File: src/rtl/ddr_bank_pkg.sv
package ddr_bank_pkg;

    typedef enum logic [3:0] {
        CMD_NOP = 4'd0,
        CMD_MRS = 4'd1,
        CMD_ACT = 4'd2,
        CMD_RD  = 4'd3,
        CMD_WR  = 4'd4,
        CMD_RDA = 4'd5,
        CMD_WRA = 4'd6,
        CMD_PRE = 4'd7,
        CMD_BST = 4'd8,
        CMD_REF = 4'd9,
        CMD_SRE = 4'd10,
        CMD_SRX = 4'd11
    } cmd_e;

    typedef enum logic [2:0] {
        BK_IDLE  = 3'd0,
        BK_OPEN  = 3'd1,
        BK_READ  = 3'd2,
        BK_WRITE = 3'd3,
        BK_PRECH = 3'd4
    } bank_st_e;

    typedef enum logic [2:0] {
        DM_IDLE   = 3'd0,
        DM_PDN    = 3'd1,
        DM_ACTPDN = 3'd2,
        DM_SELF   = 3'd3,
        DM_AREF   = 3'd4,
        DM_MSET   = 3'd5
    } dev_mode_e;

endpackage

File: src/rtl/ddr_bank_fsm.sv
module ddr_bank_fsm
    import ddr_bank_pkg::*;
#(
    parameter int T_RCD     = 3,
    parameter int T_RP      = 3,
    parameter int BURST_CYC = 2
) (
    input  logic     clk,
    input  logic     rst_n,
    input  logic     go,
    input  cmd_e     cmd,
    output bank_st_e state,
    output logic     auto_pre,
    output logic     ready
);
    localparam int MAX_T = (T_RCD > T_RP) ? ((T_RCD > BURST_CYC) ? T_RCD : BURST_CYC)
                                          : ((T_RP > BURST_CYC) ? T_RP : BURST_CYC);
    localparam int CNT_W = $clog2(MAX_T + 1);

    typedef struct packed {
        bank_st_e          st;
        logic              ap;
        logic [CNT_W-1:0]  cnt;
    } bank_reg_t;

    bank_reg_t r_d, r_q;

    always_comb begin
        r_d = r_q;
        if (go) begin
            unique case (cmd)
                CMD_ACT: begin
                    r_d.st  = BK_OPEN;
                    r_d.ap  = 1'b0;
                    r_d.cnt = CNT_W'(T_RCD - 1);
                end
                CMD_RD:  r_d.st = BK_READ;
                CMD_WR:  r_d.st = BK_WRITE;
                CMD_RDA, CMD_WRA: begin
                    r_d.st  = (cmd == CMD_RDA) ? BK_READ : BK_WRITE;
                    r_d.ap  = 1'b1;
                    r_d.cnt = CNT_W'(BURST_CYC - 1);
                end
                CMD_PRE: begin
                    if (r_q.st inside {BK_OPEN, BK_READ, BK_WRITE}) begin
                        r_d.st  = BK_PRECH;
                        r_d.cnt = CNT_W'(T_RP - 1);
                    end
                end
                CMD_BST: r_d.st = BK_OPEN;
                default: ;
            endcase
        end else begin
            unique case (r_q.st)
                BK_PRECH: begin
                    if (r_q.cnt == '0) r_d.st = BK_IDLE;
                    else               r_d.cnt = r_q.cnt - 1'b1;
                end
                BK_READ, BK_WRITE: begin
                    if (r_q.ap) begin
                        if (r_q.cnt == '0) begin
                            r_d.st  = BK_PRECH;
                            r_d.ap  = 1'b0;
                            r_d.cnt = CNT_W'(T_RP - 1);
                        end else begin
                            r_d.cnt = r_q.cnt - 1'b1;
                        end
                    end
                end
                BK_OPEN: if (r_q.cnt != '0) r_d.cnt = r_q.cnt - 1'b1;
                default: ;
            endcase
        end
    end

    always_ff @(posedge clk) begin
        if (!rst_n) begin
            r_q.st  <= BK_PRECH;
            r_q.ap  <= 1'b0;
            r_q.cnt <= CNT_W'(T_RP - 1);
        end else begin
            r_q <= r_d;
        end
    end

    assign state    = r_q.st;
    assign auto_pre = r_q.ap;
    assign ready    = (r_q.cnt == '0);

endmodule

File: src/rtl/ddr_cmd_check.sv
module ddr_cmd_check
    import ddr_bank_pkg::*;
#(
    parameter int NUM_BANKS = 4,
    localparam int BANK_W   = $clog2(NUM_BANKS)
) (
    input  cmd_e                           cmd,
    input  logic [BANK_W-1:0]              bank_sel,
    input  logic                           cke,
    input  dev_mode_e                      mode,
    input  bank_st_e [NUM_BANKS-1:0]       bank_st,
    input  logic [NUM_BANKS-1:0]           bank_ap,
    input  logic [NUM_BANKS-1:0]           bank_rdy,
    output logic                           bank_ok,
    output logic                           dev_ok,
    output logic                           illegal
);
    logic     all_idle;
    bank_st_e tgt_st;
    logic     tgt_ap, tgt_rdy, tgt_open;

    always_comb begin
        all_idle = 1'b1;
        for (int b = 0; b < NUM_BANKS; b++)
            if (bank_st[b] != BK_IDLE) all_idle = 1'b0;
        tgt_st   = bank_st[bank_sel];
        tgt_ap   = bank_ap[bank_sel];
        tgt_rdy  = bank_rdy[bank_sel];
        tgt_open = (tgt_st inside {BK_OPEN, BK_READ, BK_WRITE}) && !tgt_ap;

        bank_ok = 1'b0;
        dev_ok  = 1'b0;
        if (cmd == CMD_NOP) begin
            bank_ok = 1'b0;
        end else if (mode == DM_SELF) begin
            dev_ok = (cmd == CMD_SRX);
        end else if (mode == DM_IDLE && cke) begin
            unique case (cmd)
                CMD_MRS, CMD_REF, CMD_SRE:        dev_ok  = all_idle;
                CMD_ACT:                          bank_ok = (tgt_st == BK_IDLE);
                CMD_RD, CMD_WR, CMD_RDA, CMD_WRA: bank_ok = tgt_open && tgt_rdy;
                CMD_PRE:                          bank_ok = !tgt_ap;
                CMD_BST:                          bank_ok = tgt_open && (tgt_st != BK_OPEN);
                default:                          bank_ok = 1'b0;
            endcase
        end
        illegal = (cmd != CMD_NOP) && !bank_ok && !dev_ok;
    end

endmodule

File: src/rtl/ddr_dev_fsm.sv
module ddr_dev_fsm
    import ddr_bank_pkg::*;
#(
    parameter int T_MRD        = 2,
    parameter int T_RFC        = 14,
    parameter int REF_INTERVAL = 1562
) (
    input  logic      clk,
    input  logic      rst_n,
    input  logic      cke,
    input  cmd_e      cmd,
    input  logic      dev_ok,
    input  logic      illegal_in,
    input  logic      any_open,
    output dev_mode_e mode,
    output logic      illegal,
    output logic      refresh_due
);
    localparam int CNT_W = $clog2(((T_MRD > T_RFC) ? T_MRD : T_RFC) + 1);
    localparam int REF_W = $clog2(REF_INTERVAL + 1);

    typedef struct packed {
        dev_mode_e        mode;
        logic [CNT_W-1:0] cnt;
        logic [REF_W-1:0] rcnt;
        logic             due;
        logic             ill;
    } dev_reg_t;

    dev_reg_t r_d, r_q;

    always_comb begin
        r_d     = r_q;
        r_d.ill = illegal_in;
        unique case (r_q.mode)
            DM_IDLE: begin
                if (dev_ok) begin
                    unique case (cmd)
                        CMD_MRS: begin
                            r_d.mode = DM_MSET;
                            r_d.cnt  = CNT_W'(T_MRD - 1);
                        end
                        CMD_REF: begin
                            r_d.mode = DM_AREF;
                            r_d.cnt  = CNT_W'(T_RFC - 1);
                            r_d.due  = 1'b0;
                        end
                        CMD_SRE: begin
                            r_d.mode = DM_SELF;
                            r_d.due  = 1'b0;
                        end
                        default: ;
                    endcase
                end else if (!cke) begin
                    r_d.mode = any_open ? DM_ACTPDN : DM_PDN;
                end
            end
            DM_PDN, DM_ACTPDN: if (cke) r_d.mode = DM_IDLE;
            DM_SELF:           if (dev_ok) r_d.mode = DM_IDLE;
            DM_AREF, DM_MSET: begin
                if (r_q.cnt == '0) r_d.mode = DM_IDLE;
                else               r_d.cnt  = r_q.cnt - 1'b1;
            end
            default: r_d.mode = DM_IDLE;
        endcase

        if (r_q.rcnt == '0) begin
            r_d.rcnt = REF_W'(REF_INTERVAL - 1);
            r_d.due  = 1'b1;
        end else begin
            r_d.rcnt = r_q.rcnt - 1'b1;
        end
    end

    always_ff @(posedge clk) begin
        if (!rst_n) begin
            r_q.mode <= DM_IDLE;
            r_q.cnt  <= '0;
            r_q.rcnt <= REF_W'(REF_INTERVAL - 1);
            r_q.due  <= 1'b0;
            r_q.ill  <= 1'b0;
        end else begin
            r_q <= r_d;
        end
    end

    assign mode        = r_q.mode;
    assign illegal     = r_q.ill;
    assign refresh_due = r_q.due;

endmodule

File: src/rtl/ddr_bank_tracker.sv
module ddr_bank_tracker
    import ddr_bank_pkg::*;
#(
    parameter int NUM_BANKS = 4,
    parameter int T_RCD     = 3,
    parameter int T_RP      = 3,
    parameter int BURST_CYC = 2,
    parameter int T_MRD     = 2,
    parameter int T_RFC     = 14,
    parameter int CLK_KHZ   = 200000,
    parameter int REF_MS    = 32,
    parameter int REF_COUNT = 4096,
    localparam int BANK_W       = $clog2(NUM_BANKS),
    localparam int REF_INTERVAL = (CLK_KHZ * REF_MS) / REF_COUNT
) (
    input  logic                   clk,
    input  logic                   rst_n,
    input  logic [3:0]             cmd_code,
    input  logic [BANK_W-1:0]      cmd_bank,
    input  logic                   cke,
    output logic [NUM_BANKS*3-1:0] bank_state,
    output logic [2:0]             dev_mode,
    output logic                   cmd_illegal,
    output logic                   refresh_due
);
    cmd_e                     cmd;
    bank_st_e [NUM_BANKS-1:0] st;
    logic [NUM_BANKS-1:0]     ap, rdy, go;
    logic                     bank_ok, dev_ok, illegal_now, any_open;
    dev_mode_e                mode;

    assign cmd = cmd_e'(cmd_code);

    ddr_cmd_check #(.NUM_BANKS(NUM_BANKS)) check_i (
        .cmd      (cmd),
        .bank_sel (cmd_bank),
        .cke      (cke),
        .mode     (mode),
        .bank_st  (st),
        .bank_ap  (ap),
        .bank_rdy (rdy),
        .bank_ok  (bank_ok),
        .dev_ok   (dev_ok),
        .illegal  (illegal_now)
    );

    for (genvar g = 0; g < NUM_BANKS; g++) begin : g_bank
        assign go[g] = bank_ok && (cmd_bank == BANK_W'(g));
        ddr_bank_fsm #(.T_RCD(T_RCD), .T_RP(T_RP), .BURST_CYC(BURST_CYC)) bank_i (
            .clk      (clk),
            .rst_n    (rst_n),
            .go       (go[g]),
            .cmd      (cmd),
            .state    (st[g]),
            .auto_pre (ap[g]),
            .ready    (rdy[g])
        );
        assign bank_state[3*g +: 3] = st[g];
    end

    always_comb begin
        any_open = 1'b0;
        for (int b = 0; b < NUM_BANKS; b++)
            if (st[b] != BK_IDLE) any_open = 1'b1;
    end

    ddr_dev_fsm #(.T_MRD(T_MRD), .T_RFC(T_RFC), .REF_INTERVAL(REF_INTERVAL)) dev_i (
        .clk         (clk),
        .rst_n       (rst_n),
        .cke         (cke),
        .cmd         (cmd),
        .dev_ok      (dev_ok),
        .illegal_in  (illegal_now),
        .any_open    (any_open),
        .mode        (mode),
        .illegal     (cmd_illegal),
        .refresh_due (refresh_due)
    );

    assign dev_mode = mode;

endmodule

File: config.mk
export PLATFORM = sky130hd
export DESIGN_NAME = ddr_bank_tracker
export DESIGN_NICKNAME = d
export VERILOG_FILES = /design/src/rtl/ddr_bank_pkg.sv /design/src/rtl/ddr_bank_fsm.sv /design/src/rtl/ddr_cmd_check.sv /design/src/rtl/ddr_dev_fsm.sv /design/src/rtl/ddr_bank_tracker.sv
export SDC_FILE = /design/constraint.sdc
export NUM_CORES = 1
export LEC_CHECK = 0
export BUFFER_PORTS_ARGS = -buffer_cell sky130_fd_sc_hd__buf_4
export CORE_ASPECT_RATIO = 2
export CORE_MARGIN = 2
export CORE_UTILIZATION = 25
export DETAILED_ROUTE_END_ITERATION = 10
export GPL_ROUTABILITY_DRIVEN = 0
export GPL_TIMING_DRIVEN = 1
export PLACE_DENSITY = 0.38
export SLEW_MARGIN = 20
export SYNTH_ARGS = -nofsm -noshare
export SYNTH_HDL_FRONTEND = slang
export SYNTH_SLANG_ARGS = --single-unit
File: constraint.sdc
create_clock -name clk -period 4.25 [get_ports clk]
set_input_delay 0.2125 -clock clk [delete_from_list [all_inputs] [get_ports clk]]
set_output_delay 0.2125 -clock clk [all_outputs]
set_load 0.01 [all_outputs]
# ---- After elaboration in Yosys (flattened, before gate mapping)
# Index checks and enable logic that the tools add are counted.
dict set report classes {
  addsub 6
  magnitude_cmp 1
  n_eq_ne 83
  mux 96
  n_bitwise 1
  n_reduce_logical 80
}
# operator count
set op_table {}
lappend op_table {{$pmux W3 S5} 4}
lappend op_table {{$mux W6} 8}
lappend op_table {{$pmux W2 S3} 8}
lappend op_table {{$reduce_and A6 Y1} 8}
lappend op_table {{$mux W3} 14}
lappend op_table {{$ne A3 B1 Y1 const B} 13}
lappend op_table {{$reduce_bool A3 Y1} 13}
lappend op_table {{$eq A3 B2 Y1 const B} 12}
lappend op_table {{$mux W2} 17}
lappend op_table {{$ne A3 B2 Y1 const B} 9}
lappend op_table {{$ne A3 B3 Y1 const B} 9}
lappend op_table {{$mux W1} 26}
lappend op_table {{$mux W4} 6}
lappend op_table {{$ne A6 B6 Y1 const B} 4}
lappend op_table {{$pmux W3 S2} 4}
lappend op_table {{$reduce_bool A2 Y1} 12}
lappend op_table {{$reduce_bool A4 Y1} 5}
lappend op_table {{$reduce_or A2 Y1} 10}
lappend op_table {{$eq A3 B1 Y1 const B} 6}
lappend op_table {{$eq A3 B3 Y1 const B} 6}
lappend op_table {{$eq A4 B3 Y1 const B} 4}
lappend op_table {{$eq A4 B4 Y1 const B} 4}
lappend op_table {{$ne A4 B4 Y1 const B} 4}
lappend op_table {{$pmux W4 S2} 2}
lappend op_table {{30 further kinds} 59}
dict set report word_totals {
  regBits 44
}

# ---- Depth between registers and ports, before layout
dict set report depth {
  depth_word 13
  mapped_depth 9
  mapped_depth_nobuf 8
}

# ---- By module
# Synthesis repeated with hierarchy kept, for this count alone.
dict set report hier_totals {
  cells_unflattened 448
  hier_area_um2 3739.8
}
# module instances cells_each area_each_um2 seq_area_each_um2
set by_module_without_submodules {}
lappend by_module_without_submodules {ddr_bank_fsm 4 70 579.3 120.1}
lappend by_module_without_submodules {ddr_dev_fsm 1 124 1068.5 400.4}
lappend by_module_without_submodules {ddr_cmd_check 1 35 300.3 0.0}
lappend by_module_without_submodules {ddr_bank_tracker 1 9 53.8 0.0}

# ---- Worst setup path after synthesis
# OpenSTA, ideal clock, no wires.
dict set report synth_path {
  path_type {reg-to-reg}
  start {register g_bank[2].bank_i.r_q[0] (netlist bit)}
  end {register, netlist name g_bank[1].bank_i.auto_pre}
  setup_ps 100
  t_arrival_ps 2297
  required_ps 4150
  slack_ps 1853
  stages_incl_launch_ff 9
  period_less_slack_ps 2397
  path_cell_list {dfxtp_1 -> inv_1 -> ha_1 -> mux4_2 -> o211ai_1 -> a211oi_4 -> o21ai_4 -> mux2_4 -> a2111oi_4}
}
dict set report synth_between {
  elab_chain_len 11
  elab_cells_between_ends 13
  cone_classes {eq/ne: 1; mux: 7; reduce/logical: 5}
}
# item line
set synth_lines {}
lappend synth_lines {{start: declaration} ddr_bank_fsm.sv:26} ;# bank_reg_t r_d, r_q;
lappend synth_lines {{start signal: assignment} ddr_bank_fsm.sv:82} ;# r_q <= r_d;
lappend synth_lines {{$logic_not A2 Y1 (*)} ddr_bank_fsm.sv:88} ;# assign ready = (r_q.cnt == '0);
lappend synth_lines {{$bmux W1 S2 (*)} ddr_cmd_check.sv:28} ;# tgt_rdy = bank_rdy[bank_sel];
lappend synth_lines {{$mux W1 (not written as such) (*)} ddr_cmd_check.sv:28}
lappend synth_lines {{$logic_and A1 B1 Y1 (*)} ddr_cmd_check.sv:41} ;# CMD_RD, CMD_WR, CMD_RDA, CMD_WRA: bank_ok = tgt_open && tgt_rdy;
lappend synth_lines {{$pmux W1 S4 (*)} ddr_cmd_check.sv:38} ;# unique case (cmd)
lappend synth_lines {{$mux W1 (*)} ddr_cmd_check.sv:37} ;# end else if (mode == DM_IDLE && cke) begin
lappend synth_lines {{$mux W1 (*)} ddr_cmd_check.sv:35} ;# end else if (mode == DM_SELF) begin
lappend synth_lines {{$mux W1 (*)} ddr_cmd_check.sv:33} ;# if (cmd == CMD_NOP) begin
lappend synth_lines {{$logic_and A1 B1 Y1 (*)} ddr_bank_tracker.sv:48} ;# assign go[g] = bank_ok && (cmd_bank == BANK_W'(g));
lappend synth_lines {{$ne A3 B3 Y1 (no line) or $reduce_bool A2 Y1 (tied branches)} -}
lappend synth_lines {{$reduce_and A2 Y1 (no line)} -}
# Mark *: on every way between the ends. The rest lies on a longest branch, timed or not. The select of a mux whose other input is x is not followed.
# A chain may end at the register's enable or synchronous reset.

# ---- Worst setup path after layout
dict set report layout_path {
  start {register g_bank[2].bank_i.r_q[0] (netlist bit)}
  end {register g_bank[0].bank_i.r_q[1] (netlist bit)}
}
dict set report layout_between {
  elab_chain_len 11
  elab_cells_between_ends 17
  cone_classes {eq/ne: 5; mux: 7; reduce/logical: 5}
}
# item line
set layout_lines {}
lappend layout_lines {{$logic_not A2 Y1 (*)} ddr_bank_fsm.sv:88}
lappend layout_lines {{$bmux W1 S2 (*)} ddr_cmd_check.sv:28}
lappend layout_lines {{$mux W1 (not written as such) (*)} ddr_cmd_check.sv:28}
lappend layout_lines {{$logic_and A1 B1 Y1 (*)} ddr_cmd_check.sv:41}
lappend layout_lines {{$pmux W1 S4 (*)} ddr_cmd_check.sv:38}
lappend layout_lines {{$mux W1 (*)} ddr_cmd_check.sv:37}
lappend layout_lines {{$mux W1 (*)} ddr_cmd_check.sv:35}
lappend layout_lines {{$mux W1 (*)} ddr_cmd_check.sv:33}
lappend layout_lines {{$logic_and A1 B1 Y1 (*)} ddr_bank_tracker.sv:48}
lappend layout_lines {{$ne A4 B4 Y1 (no line), or another cell as far along} -}
lappend layout_lines {{$reduce_and A6 Y1 (no line)} -}
lappend layout_lines {{end signal: assignment} ddr_bank_fsm.sv:82}
lappend layout_lines {{end: declaration} ddr_bank_fsm.sv:26}
# Marks and branches as above.

==> metrics.cfg <==
[run_status]
run_status=finished clean

[power]
share_comb_of_total_power_pct=33.9
power_leakage_uw=0.00142
power_density_mw_per_mm2=396
peakVddDrop_uv=198
power.internal_uw=911
power.net_switching_uw=514
net_switching_fraction_of_the_power_pct=36.1
p_seq_share_pct=38.6
relative_contribution_of_the_clock_network_to_total_power_pct=27.4

[grt]
grt_pass1_wl_um=16300
initial_antenna_violation_count=0
grt-ovfl-total=0
grt_max_degree=26
via_count_of_the_first_global_routing_pass=3017
track_usage_pct=14.7

[logic_synthesis]
synth_compound_area_share_pct=23.2
post-synth-top-area-fraction_pct=26.7
synth-seq-area-share_pct=26.7
count_of_flip_flops_with_a_built_in_enable_after_synthesis=0
synthSimpleGateAreaFrac_pct=26.0
synth.top_cells.by_area=dfxtp_1 (27%), nor2_1 (5.7%), nand2_1 (4.0%)
synth.cells.most_frequent=nor2_1 (50), dfxtp_1 (44), nand2_1 (35)
synth_cell_types=72
synth.mux.area_fraction_pct=8.56
synth_area_per_cell_um2=8.10
yosys.area_share.adder_pct=3.79
yosysWarningCount=0
synth_seq_cells=44
synth_nets=427
synth_top_cell_by_area=dfxtp_1
synth-xor-area-share_pct=2.92
postSynth.topFlopCell=dfxtp_1
synth-async-reset-ratio_pct=0
largest_family_of_logic_cells_by_synthesized_area=simple AND/OR/NAND/NOR gates
netlist_area_mm2=0.00330
syn-instance-count=408
post-synth-top-count-cell=nor2_1

[sta]
setup_violation_total_in_the_final_timing_report=0
slew_headroom_pct=40.9
total_negative_setup_slack_ns=0
clock_skew_ns=0.00419
fmax_mhz=357
final_max_slew_viol_count=0
final.period_utilization_pct=66.0
min_period_ns=2.80
worst_hold_slack_ns=0.293
max_slew.worst_pin.slew_ns=0.877
finalHoldViolCount=0
unrepaired_setup_endpoints_after_global_routing=no

[clocking]
post_cts.repair.setup_buffers=0
cts_tree=built
clock_tree.htree_level_count=2
clock_path_buffers=2
clkSinkCount=44
cts-buffers-inserted=5
clk_latency_ns=0.29
ctsRootBufferMaster=clkbuf_16
hold_buffers=0
post_cts_resized=0
worst_setup_hold_path_clk_slew_ns=0.06

[setup_path]
regToRegSetupSlack_ns=1.45
crit_cells=8
critical-path-slowest-cell=a2111oi_0
cp_top_family=compound AO/OA/AOI/OAI gates
cp-end-kind=flop
path_cells=inv_1 -> ha_1 -> mux4_2 -> o211ai_1 -> a211oi_4 -> o2111ai_1 -> a2111oi_0 -> a311oi_1
timing.critical_path.slowest_cell_delay_ns=0.56
timing_worst_setup_path_type=flop to flop
critPathMaxFanout=8
worst_setup_path_start_kind=flop
reg2regPathDepth=8
path_buf_inv=1
rr_endpoint=g_bank[0].bank_i.r_q[1]
crit-reg2reg-launch=g_bank[2].bank_i.r_q[0]
cp_data_required_time_ns=4.40
timing.critical_path.arrival_ns=2.96

[die]
area_of_the_die_mm2=0.0142
initial_utilization_pct=25.4
die_width_um=85.3
die-height_um=167
core_outline_area_mm2=0.0130
std_cell_rows=59
ios=26

[route]
drc=0
drt_iter0_markers=155
drt_pre_antenna_iters=4
via_count_of_the_routed_design=3003
antenna_left=0
drt-vias-per-instance=5.41
routed_wirelength_normalized_by_instance_count_um=18.4
route.final.wire_length_um=10200

[hold_path]
hold_path.startpoint=rst_n
worstHoldPathCells=2
hp-class=input port to flop
min_to=dev_i.r_q[6]

[placed_design]
numPortBuffers=25
post_detailed_placement_half_perimeter_wirelength_um=7670

[job]
max-cap-violations=0

[layout]
drive_gt1_share_pct=14.6
areaGrowthSynthToFinish_pct=8.97
layout.nets=421
final.fill_count=1437
antenna-diode-count=0

-- state kept, by name, indices dropped and copies added, names as in the netlist --
signal,count
g_bank.bank_i.auto_pre,4
dev_i.r_q,15
dev_i.mode,3
g_bank.bank_i.r_q,8
g_bank.bank_i.state,12
dev_i.illegal,1
dev_i.refresh_due,1
-- worst reg2reg max path: stages (launching register included) --
cell and delay, ns:
dfxtp_1 0.31, inv_1 0.10, ha_1 0.35, mux4_2 0.31
o211ai_1 0.13, a211oi_4 0.48, o2111ai_1 0.33, a2111oi_0 0.56
a311oi_1 0.11
-- cells in the final DEF, fill, tap and decap left out, types with 4 or more instances in the layout --
| master | instances |
|---|---|
| nor2_1 | 50 |
| dfxtp_1 | 44 |
| nand2_1 | 35 |
| buf_4 | 26 |
| o21ai_0 | 20 |
| a21oi_1 | 17 |
| inv_1 | 16 |
| nor3_1 | 14 |
| nand2b_1 | 11 |
| mux2i_1 | 11 |
| ha_1 | 10 |
| xnor2_1 | 8 |
| nor4_1 | 8 |
| o31ai_1 | 7 |
| nand3_1 | 7 |
| nor2b_1 | 7 |
| o211a_1 | 5 |
| or3_1 | 5 |
| a31oi_1 | 5 |
| mux4_2 | 5 |
| clkbuf_16 | 5 |
| and3_1 | 4 |
| mux2_2 | 4 |
| a21o_1 | 4 |
| o211ai_1 | 4 |
| o22ai_1 | 4 |
-- how the worst max path moves through the flow --
stage                                 start                   endpoint  slack (ns)
global placement    g_bank[2].bank_i.r_q[0]  g_bank[2].bank_i.state[1]        1.53
CTS                 g_bank[2].bank_i.r_q[0]    g_bank[0].bank_i.r_q[1]        1.46
floorplan           g_bank[2].bank_i.r_q[0]  g_bank[1].bank_i.auto_pre        1.85
global route        g_bank[2].bank_i.r_q[0]  g_bank[0].bank_i.state[0]        1.35
detailed placement  g_bank[2].bank_i.r_q[0]    g_bank[0].bank_i.r_q[1]        1.47
finish              g_bank[2].bank_i.r_q[0]    g_bank[0].bank_i.r_q[1]        1.45
-- layer usage --
layer	vias up	wire [µm]	GRT usage, %
met5	-	0	0
met4	0	367	6.97
met3	26	247	1.68
met2	62	5760	28.7
met1	1461	3810	14.7
li1	1454	-	-
-- power by group through the flow --
stage                     registers (µW)  logic [µW]  clock network, µW
after global routing                 560         541                422
after detailed placement             558         484                  0
after floorplan                      505         424                  0
final                                550         483                391
after global placement               555         482                  0
after CTS                            549         487                407
-- layout make-up --
| type | instances | area, µm² | share of cell area [%] |
|---|---|---|---|
| clock buffers | 7 | 133 | 3.68 |
| inverters | 17 | 63.8 | 1.77 |
| well taps | 152 | 190 | 5.28 |
| clock inverters | 1 | 8.76 | 0.243 |
| flip-flops and latches | 44 | 881 | 24.5 |
| repair buffers | 26 | 195 | 5.42 |
| multi-input cells | 308 | 2130 | 59.1 |
-- kinds of logic after synthesis --
logic type                 Yosys count
xor gates and xnor gates            11
and+or+nand+nor                    165
buffers and inverters               56
muxes                               21
DFF                                 44
AOI/OAI and AO/OA                  101
adders and majority gates           10
-- stage by stage --
| stage | total power, µW | cells | instance area, µm² | util, % | setup WS [ns] |
|---|---|---|---|---|---|
| floorplan | 929 | 408 | 3300 | - | 1.85 |
| global placement | 1040 | 547 | 3460 | 26.6 | 1.53 |
| detailed placement | 1040 | 547 | 3460 | 26.6 | 1.47 |
| CTS | 1440 | 555 | 3600 | 27.7 | 1.46 |
| global route | 1520 | 555 | 3600 | 27.7 | 1.35 |
| finish | 1420 | 555 | 3600 | 27.7 | 1.45 |
Power figures use the tool's default switching activity.
